**src/rtl/pcnt_pkg.sv**
```systemverilog
package pcnt_pkg;
  typedef enum logic [1:0] {
    EA_HOLD = 2'd0,
    EA_UP   = 2'd1,
    EA_DOWN = 2'd2,
    EA_NONE = 2'd3
  } edge_mode_e;

  typedef enum logic [1:0] {
    LM_KEEP    = 2'd0,
    LM_REVERSE = 2'd1,
    LM_HOLD    = 2'd2,
    LM_NONE    = 2'd3
  } lvl_mode_e;

  localparam int NTHR    = 2;
  localparam int EV_LOW  = 2;
  localparam int EV_HIGH = 3;
  localparam int EV_ZERO = 4;
  localparam int EV_NUM  = 5;
endpackage

```
**src/rtl/pcnt_sig_cond.sv**
```systemverilog
module pcnt_sig_cond #(
  parameter int FW = 10
) (
  input  logic          clk,
  input  logic          rst_n,
  input  logic          raw_i,
  input  logic          filt_en_i,
  input  logic [FW-1:0] filt_len_i,
  input  logic          inv_i,
  output logic          cond_o
);
  logic          sync1_q, sync2_q;
  logic          filt_q, filt_d;
  logic [FW-1:0] run_q, run_d;

  always_comb begin
    filt_d = filt_q;
    run_d  = '0;
    if (sync2_q != filt_q) begin
      if (!filt_en_i || run_q >= filt_len_i) begin
        filt_d = sync2_q;
      end else begin
        run_d = run_q + 1'b1;
      end
    end
  end

  always_ff @(posedge clk or negedge rst_n) begin
    if (!rst_n) begin
      sync1_q <= 1'b0;
      sync2_q <= 1'b0;
      filt_q  <= 1'b0;
      run_q   <= '0;
    end else begin
      sync1_q <= raw_i;
      sync2_q <= sync1_q;
      filt_q  <= filt_d;
      run_q   <= run_d;
    end
  end

  assign cond_o = filt_q ^ inv_i;
endmodule

```
**src/rtl/pcnt_chan.sv**
```systemverilog
module pcnt_chan
  import pcnt_pkg::*;
#(
  parameter int FW = 10
) (
  input  logic          clk,
  input  logic          rst_n,
  input  logic          edge_raw_i,
  input  logic          ctrl_raw_i,
  input  logic          edge_inv_i,
  input  logic          ctrl_inv_i,
  input  logic          filt_en_i,
  input  logic [FW-1:0] filt_len_i,
  input  logic [1:0]    pos_mode_i,
  input  logic [1:0]    neg_mode_i,
  input  logic [1:0]    hi_mode_i,
  input  logic [1:0]    lo_mode_i,
  output logic          up_o,
  output logic          down_o
);
  logic       edge_c, ctrl_c, edge_prev_q;
  logic       rise, fall, up_e, down_e;
  edge_mode_e emode;
  lvl_mode_e  lmode;

  pcnt_sig_cond #(.FW(FW)) edge_cond_i (
    .clk(clk), .rst_n(rst_n), .raw_i(edge_raw_i), .filt_en_i(filt_en_i),
    .filt_len_i(filt_len_i), .inv_i(edge_inv_i), .cond_o(edge_c)
  );

  pcnt_sig_cond #(.FW(FW)) ctrl_cond_i (
    .clk(clk), .rst_n(rst_n), .raw_i(ctrl_raw_i), .filt_en_i(filt_en_i),
    .filt_len_i(filt_len_i), .inv_i(ctrl_inv_i), .cond_o(ctrl_c)
  );

  always_ff @(posedge clk or negedge rst_n) begin
    if (!rst_n) edge_prev_q <= 1'b0;
    else        edge_prev_q <= edge_c;
  end

  always_comb begin
    rise  = edge_c & ~edge_prev_q;
    fall  = ~edge_c & edge_prev_q;
    emode = rise ? edge_mode_e'(pos_mode_i)
          : fall ? edge_mode_e'(neg_mode_i) : EA_HOLD;
    lmode = ctrl_c ? lvl_mode_e'(hi_mode_i) : lvl_mode_e'(lo_mode_i);
    up_e   = (emode == EA_UP);
    down_e = (emode == EA_DOWN);
    case (lmode)
      LM_KEEP:    begin up_o = up_e;   down_o = down_e; end
      LM_REVERSE: begin up_o = down_e; down_o = up_e;   end
      default:    begin up_o = 1'b0;   down_o = 1'b0;   end
    endcase
  end
endmodule

```
**src/rtl/pcnt_core.sv**
```systemverilog
module pcnt_core
  import pcnt_pkg::*;
#(
  parameter int CW      = 16,
  parameter int LIM_MAX = 32767,
  parameter int NCH     = 2
) (
  input  logic                   clk,
  input  logic                   rst_n,
  input  logic [NCH-1:0]         up_i,
  input  logic [NCH-1:0]         down_i,
  input  logic                   start_i,
  input  logic                   stop_i,
  input  logic                   clear_i,
  input  logic                   irq_clr_i,
  input  logic signed [CW-1:0]   lim_hi_i,
  input  logic signed [CW-1:0]   lim_lo_i,
  input  logic [NTHR*CW-1:0]     thresh_i,
  input  logic [EV_NUM-1:0]      evt_en_i,
  output logic signed [CW-1:0]   count_o,
  output logic [EV_NUM-1:0]      evt_status_o,
  output logic                   irq_o,
  output logic signed [CW-1:0]   act_hi_o,
  output logic signed [CW-1:0]   act_lo_o,
  output logic                   run_o
);
  localparam int SW = CW + 2;
  localparam logic signed [CW-1:0] ZERO = '0;
  localparam logic signed [CW-1:0] LMAX = LIM_MAX[CW-1:0];
  localparam logic signed [CW-1:0] LMIN = -LMAX;
  localparam logic signed [SW-1:0] ONE  = 1;

  logic signed [CW-1:0] count_q, count_d, hi_q, hi_d, lo_q, lo_d;
  logic                 run_q, run_d, irq_q, irq_d;
  logic [EV_NUM-1:0]    stat_q, stat_d, ev, fire;
  logic signed [SW-1:0] step, nxt, hi_x, lo_x;
  logic [NTHR-1:0]      thr_hit;

  assign nxt  = {{2{count_q[CW-1]}}, count_q} + step;
  assign hi_x = {{2{hi_q[CW-1]}}, hi_q};
  assign lo_x = {{2{lo_q[CW-1]}}, lo_q};

  for (genvar k = 0; k < NTHR; k++) begin : g_thr
    logic signed [CW-1:0] tv;
    assign tv         = thresh_i[k*CW +: CW];
    assign thr_hit[k] = (nxt == {{2{tv[CW-1]}}, tv});
  end

  always_comb begin
    step = '0;
    for (int i = 0; i < NCH; i++) begin
      if (up_i[i])        step = step + ONE;
      else if (down_i[i]) step = step - ONE;
    end
  end

  always_comb begin
    count_d = count_q;
    hi_d    = hi_q;
    lo_d    = lo_q;
    ev      = '0;
    run_d   = run_q;
    if (stop_i)       run_d = 1'b0;
    else if (start_i) run_d = 1'b1;
    if (clear_i) begin
      count_d = '0;
      if (lim_hi_i > ZERO && lim_hi_i <= LMAX) hi_d = lim_hi_i;
      if (lim_lo_i < ZERO && lim_lo_i >= LMIN) lo_d = lim_lo_i;
    end else if (run_q && step != '0) begin
      if (nxt >= hi_x) begin
        count_d     = '0;
        ev[EV_HIGH] = 1'b1;
      end else if (nxt <= lo_x) begin
        count_d    = '0;
        ev[EV_LOW] = 1'b1;
      end else begin
        count_d        = nxt[CW-1:0];
        ev[NTHR-1:0]   = thr_hit;
        ev[EV_ZERO]    = (nxt == '0);
      end
    end
    fire   = ev & evt_en_i;
    stat_d = (irq_clr_i ? '0 : stat_q) | fire;
    irq_d  = (irq_clr_i ? 1'b0 : irq_q) | (|fire);
  end

  always_ff @(posedge clk or negedge rst_n) begin
    if (!rst_n) begin
      count_q <= '0;
      hi_q    <= LMAX;
      lo_q    <= LMIN;
      run_q   <= 1'b0;
      stat_q  <= '0;
      irq_q   <= 1'b0;
    end else begin
      count_q <= count_d;
      hi_q    <= hi_d;
      lo_q    <= lo_d;
      run_q   <= run_d;
      stat_q  <= stat_d;
      irq_q   <= irq_d;
    end
  end

  assign count_o      = count_q;
  assign evt_status_o = stat_q;
  assign irq_o        = irq_q;
  assign act_hi_o     = hi_q;
  assign act_lo_o     = lo_q;
  assign run_o        = run_q;
endmodule

```
**src/rtl/pulse_counter_unit.sv**
```systemverilog
module pulse_counter_unit
  import pcnt_pkg::*;
#(
  parameter int CW      = 16,
  parameter int FW      = 10,
  parameter int LIM_MAX = 32767
) (
  input  logic                 clk,
  input  logic                 rst_n,
  input  logic [1:0]           edge_in_i,
  input  logic [1:0]           ctrl_in_i,
  input  logic [1:0]           edge_inv_i,
  input  logic [1:0]           ctrl_inv_i,
  input  logic [3:0]           pos_mode_i,
  input  logic [3:0]           neg_mode_i,
  input  logic [3:0]           hi_mode_i,
  input  logic [3:0]           lo_mode_i,
  input  logic                 glitch_en_i,
  input  logic [FW-1:0]        glitch_len_i,
  input  logic signed [CW-1:0] lim_hi_i,
  input  logic signed [CW-1:0] lim_lo_i,
  input  logic [2*CW-1:0]      thresh_i,
  input  logic [4:0]           evt_en_i,
  input  logic                 start_i,
  input  logic                 stop_i,
  input  logic                 clear_i,
  input  logic                 irq_clr_i,
  output logic signed [CW-1:0] count_o,
  output logic [4:0]           evt_status_o,
  output logic                 irq_o
);
  localparam int NCH = 2;

  logic                 rst_s1_q, rst_int_n;
  logic [NCH-1:0]       ch_up, ch_down;
  logic signed [CW-1:0] act_hi, act_lo;
  logic                 running;

  always_ff @(posedge clk or negedge rst_n) begin
    if (!rst_n) begin
      rst_s1_q  <= 1'b0;
      rst_int_n <= 1'b0;
    end else begin
      rst_s1_q  <= 1'b1;
      rst_int_n <= rst_s1_q;
    end
  end

  for (genvar c = 0; c < NCH; c++) begin : g_ch
    pcnt_chan #(.FW(FW)) chan_i (
      .clk(clk), .rst_n(rst_int_n),
      .edge_raw_i(edge_in_i[c]), .ctrl_raw_i(ctrl_in_i[c]),
      .edge_inv_i(edge_inv_i[c]), .ctrl_inv_i(ctrl_inv_i[c]),
      .filt_en_i(glitch_en_i), .filt_len_i(glitch_len_i),
      .pos_mode_i(pos_mode_i[2*c +: 2]), .neg_mode_i(neg_mode_i[2*c +: 2]),
      .hi_mode_i(hi_mode_i[2*c +: 2]), .lo_mode_i(lo_mode_i[2*c +: 2]),
      .up_o(ch_up[c]), .down_o(ch_down[c])
    );
  end

  pcnt_core #(.CW(CW), .LIM_MAX(LIM_MAX), .NCH(NCH)) core_i (
    .clk(clk), .rst_n(rst_int_n),
    .up_i(ch_up), .down_i(ch_down),
    .start_i(start_i), .stop_i(stop_i), .clear_i(clear_i), .irq_clr_i(irq_clr_i),
    .lim_hi_i(lim_hi_i), .lim_lo_i(lim_lo_i), .thresh_i(thresh_i),
    .evt_en_i(evt_en_i),
    .count_o(count_o), .evt_status_o(evt_status_o), .irq_o(irq_o),
    .act_hi_o(act_hi), .act_lo_o(act_lo), .run_o(running)
  );
endmodule

```
**config.mk**
```make
export PLATFORM = sky130hd
export DESIGN_NAME = pulse_counter_unit
export DESIGN_NICKNAME = d
export VERILOG_FILES = /design/src/rtl/pcnt_pkg.sv /design/src/rtl/pcnt_sig_cond.sv /design/src/rtl/pcnt_chan.sv /design/src/rtl/pcnt_core.sv /design/src/rtl/pulse_counter_unit.sv
export SDC_FILE = /design/constraint.sdc
export NUM_CORES = 1
export LEC_CHECK = 0
export CORE_MARGIN = 2
export CORE_UTILIZATION = 50
export CTS_BUF_LIST = sky130_fd_sc_hd__clkbuf_8
export DETAILED_ROUTE_END_ITERATION = 8
export MAX_ROUTING_LAYER = met4
export PLACE_DENSITY_LB_ADDON = 0.3
export SLEW_MARGIN = 5
export SYNTH_ARGS = -nofsm -noshare
export SYNTH_HDL_FRONTEND = slang
export SYNTH_HIERARCHICAL = 1
export SYNTH_SLANG_ARGS = --single-unit
```
**constraint.sdc**
```tcl
create_clock -name clk -period 4.26 [get_ports clk]
set_input_delay 0.852 -clock clk [delete_from_list [all_inputs] [get_ports clk]]
set_output_delay 0.852 -clock clk [all_outputs]
set_load 0.02 [all_outputs]
```
==> run summary <==
Dividing the detail-routed via count by the number of cells gives 5.583. The die is 130.8 um tall. For this run, the leading register cell type out of synthesis is sky130_fd_sc_hd__dfrtp_1. Fill cells in the final layout number 1160.

The routed wire length came out at 23580 um. In this run the worst hold path is classified as register to register. The layout-stage area growth over the synthesis result came out at 41.74%. The top cell type's share of synthesized area is 29.26%. The flow ran to the end, but the final reports show violations.

The power density normalized to cell area came out at 257.2 nW/um2. The minimum setup slack after placement is -2.184 ns. The total core area came out at 15830 um2. After synthesis, the share of flip-flops with an asynchronous set or reset is 100.0%. The CTS buffer count came out at 9. After detailed placement, the design holds a cell count of 1311.

VDD sags by at most 210.1 uV. Across every metal layer, demand over resource in global routing totals 29.04%. After detailed routing, the wire length on met1 is 10550 um. The later-pin clock latency in the skew report came out at 0.39 ns. The post-route DRC violation count came out at 0. The final instance count without filler cells is 1350.

Yosys mapped the design onto 75 distinct sky130hd cell types. The via count of the first global-routing pass is 7500. The routed layout has 7537 vias.

Once layout is done, the placed cells without fillers occupy 11390 um2. The number of synthesized register bits came out at 111. The peak per-stage delay on the critical path is 0.55 ns.

The placed wire-length estimate is 17700 um. The clock net sink count came out at 111. The area enclosed by the die boundary came out at 17110 um2.

The synthesized cell area is 8039 um2. The total grt overflow came out at 0. The final clock skew is 0.01783 ns.

During placement, the flow inserted port buffers numbering 131. STA classifies the critical path startpoint as a primary input. The total count of hold-check failures in the final report came out at 0.

The routed length on met3 is 1444 um. The wire length of the first global-routing pass is 37550 um. Timing would allow up to 181.3 MHz. By startpoint and endpoint, the worst setup path is classified as primary input to register.

TritonCTS built the clock tree. The synthesized net count is 1078. The worst-margin pin slew is 1.137 ns. The number of buffers added to fix hold violations after cts is 0.

The total met2 wirelength after detailed routing is 10870 um. The cell sitting at the root of the clock tree is a sky130_fd_sc_hd__clkbuf_8. After clock tree synthesis, the clock-pin slew on the worst setup and hold paths is 0.10 ns. At the worst endpoint, the arrival time is 5.79 ns.

The final-stage net count came out at 1338. For this design, the slowest cell found on the critical path is sky130_fd_sc_hd__or4b_1. The headroom to the max-slew limit is 24.17%. The width of the die came out at 130.8 um. The number of levels the H-tree was split into is 3.

The critical-path maximum fanout is 8. The congestion estimate from routability-driven global placement came to 0.9509. The number of detailed-route iterations in the first pass came out at 5. The initial antenna violation count came out at 0. The analysis attributes to cell leakage a power of 0.005262 uW. The number of nets with antenna violations after detailed routing is 0. Of the synthesized area, sequential elements account for 34.82%. The total number of placement rows is 46.

The setup-violating endpoint count in the final report is 22. The hold slack came out at 0.3583 ns. The count of pins over their slew limit is 0. Power comes to 2931 uW. The required time reported for the critical path endpoint is 4.53 ns. The count of buffering cells on the critical path with inverters included is 6. The clock passes through at most 2 buffers. The kind of cell adding the most delay to the critical path is compound AO/OA/AOI/OAI gates. The final reports fail on setup timing.

Setup slack on the critical path of the routed design comes to -1.256 ns. The routed length per placed instance is 17.47 um. The number of violations of the max-capacitance limit is 0. The pin count of the biggest net entering global routing is 72. The library cell occupying the most area in the post-synthesis netlist is sky130_fd_sc_hd__dfrtp_1. The synthesized netlist cell count is 869. The ratio of final minimum period to clock period came out at 129.5%. The I/O pin total is 132. In this run the cell area measured after placement is 10560 um2. 0 antenna diodes ended up in the layout.

Setup repair after global routing could not meet its margin everywhere. The post-route netlist has 24.69% of its cells at a drive strength greater than 1. The violation count after the first detailed-route iteration came out at 590.

The worst setup path is captured at a register. Each instance of the synthesized netlist takes up on average 9.251 um2. The starting density of the core came out at 50.79%. The number of flops mapped to enable cells by yosys came out at 0.

The signal on the critical path passes through buf_8 -> xor2_4 -> mux2i_2 -> nand2_2 -> o22ai_4 -> nor2_2 -> nor3_4 -> buf_12 -> buf_6 -> ha_1 -> nand4_1 -> a21oi_1 -> or4b_1 -> o211ai_2 -> a2bb2oi_2 -> ha_1 -> a2111o_1 -> a2111oi_2 -> a221o_1 -> nor2_4 -> buf_6 -> buf_4 -> buf_16 -> a22o_1. The shortest period the worst path allows is 5.516 ns. By area the synthesized netlist is led by sky130_fd_sc_hd__dfrtp_1, sky130_fd_sc_hd__ha_1, sky130_fd_sc_hd__dfstp_2. The synthesis warning total came out at 6. The top layer reached by signal wires is met4.
[metal layers]
| layer | vias up | global-route usage, % |
|---|---|---|
| met2 | 279 | 45.01 |
| met5 | - | - |
| met3 | 51 | 3.542 |
| met1 | 3606 | 39.64 |
| met4 | 0 | 10.08 |
| li1 | 3601 | - |
[state kept, by name (all words and copies together), names as in the netlist]
register	cells
g_ch.chan_i/ctrl_cond_i/run_q	20
core_i/act_lo_o	16
core_i/count_o	16
core_i/act_hi_o	16
g_ch.chan_i/edge_cond_i/filt_q	2
g_ch.chan_i/ctrl_cond_i/sync2_q	2
g_ch.chan_i/ctrl_cond_i/sync1_q	2
core_i/evt_status_o	5
rst_int_n	1
g_ch.chan_i/ctrl_cond_i/filt_q	2
core_i/irq_o	1
g_ch.chan_i/edge_prev_q	2
g_ch.chan_i/edge_cond_i/run_q	20
rst_s1_q	1
core_i/run_o	1
g_ch.chan_i/edge_cond_i/sync1_q	2
g_ch.chan_i/edge_cond_i/sync2_q	2
[per-stage QoR]
stage               util (%)  TNS (ns)
global route           71.99    -29.87
floorplan                  -    -30.18
detailed placement     66.71    -45.57
finish                 71.99    -25.35
global placement       66.71    -42.52
CTS                    71.34    -22.69
[power breakdown]
| part | total, uW | leakage (uW) | switching [uW] | internal (uW) |
|---|---|---|---|---|
| Sequential | 1180 | 0.00142 | 52.4 | 1130 |
| Combinational | 1140 | 0.00374 | 573 | 564 |
| Clock | 615 | 0.0000956 | 382 | 232 |
| Total | 2930 | 0.00526 | 1010 | 1920 |
[final timing paths]
check,startpoint,end,slack [ns],cells past startpoint
min,g_ch[1].chan_i/edge_cond_i/sync1_q$_DFF_PN0_,g_ch[1].chan_i/edge_cond_i/sync2_q$_DFF_PN0_,0.36,0
max,ctrl_inv_i[1],core_i/count_o[15]$_DFFE_PN0P_,-1.26,24
max reg2reg,g_ch[1].chan_i/ctrl_cond_i/filt_q$_DFFE_PN0P_,core_i/count_o[15]$_DFFE_PN0P_,-1.21,23
min reg2reg,g_ch[1].chan_i/edge_cond_i/sync1_q$_DFF_PN0_,g_ch[1].chan_i/edge_cond_i/sync2_q$_DFF_PN0_,0.36,0
min in group asynchronous,rst_int_n$_DFF_PN0_,g_ch[0].chan_i/edge_cond_i/sync1_q$_DFF_PN0_,0.47,0
max in group asynchronous,rst_int_n$_DFF_PN0_,g_ch[1].chan_i/ctrl_cond_i/filt_q$_DFFE_PN0P_,2.72,1
[Yosys cell counts, types with 14 or more instances]
| cell | number |
|---|---|
| sky130_fd_sc_hd__a22o_1 | 16 |
| sky130_fd_sc_hd__dfrtp_1 | 94 |
| sky130_fd_sc_hd__xor2_1 | 36 |
| sky130_fd_sc_hd__nand2_1 | 61 |
| sky130_fd_sc_hd__xnor2_1 | 42 |
| sky130_fd_sc_hd__o21ai_0 | 50 |
| sky130_fd_sc_hd__nor4_1 | 15 |
| sky130_fd_sc_hd__dfstp_2 | 17 |
| sky130_fd_sc_hd__inv_1 | 95 |
| sky130_fd_sc_hd__ha_1 | 98 |
| sky130_fd_sc_hd__nand2b_1 | 14 |
| sky130_fd_sc_hd__nor2_1 | 80 |
| sky130_fd_sc_hd__nand4_1 | 25 |
| sky130_fd_sc_hd__a21oi_1 | 36 |
| sky130_fd_sc_hd__nand3_1 | 28 |
[worst register-to-register path, delay by kind of cell (launching register included)]
family / cells / cell delay [ns]
compound gates: 8 / 1.86
xor+xnor: 1 / 0.24
fa+ha+maj: 2 / 0.55
buf+inv: 5 / 0.69
flops: 1 / 0.47
mux: 1 / 0.30
simple gates: 6 / 1.23
[what timing repair did]
item | 4_1_cts | 5_1_grt
resized for setup | 114 | 17
endpoints found under the setup margin | 22 | 22
pin swaps | 54 | 21
cloned | 1 | 0
setup buffers | 15 | 7
[cell usage in the layout (no fill, tap or decap), drive strengths merged, types with 9 or more instances in the layout]
cell             n
clkbuf          10
ha              98
a22o            16
nand4           25
nor4            15
nor3            13
nor3b           10
nor2            80
buf            136
inv             97
dfstp           17
xnor2           43
dlygate4sd2     16
a21oi           37
nand2           61
nand2b          14
dfrtp           94
a211oi          13
clkdlybuf4s50  111
nand3           28
xor2            36
o21ai           53
a21o             9
[logic make-up after synthesis]
| logic type | after synthesis | synth area share, % |
|---|---|---|
| buffers and inverters | 109 | 5.307 |
| and+or+nand+nor | 287 | 19.04 |
| AOI/OAI and AO/OA | 171 | 14.82 |
| muxes | 12 | 1.774 |
| xor gates and xnor gates | 79 | 8.700 |
| DFF | 111 | 34.82 |
| other | 1 | 0.04665 |
| adders and majority gates | 99 | 15.50 |
[cell type report]
cell class                 instances  area [um2]  share of cell area (%)
inverter                          95       356.6                   3.129
clock buffer                      10       137.6                   1.208
timing repair buffer             263        2359                   20.70
sequential                       111        2804                   24.61
clock inverter                     6       45.04                  0.3953
multi-input combinational        649        5423                   47.59
tap                              216       270.3                   2.372
Power figures use the tool's default switching activity.
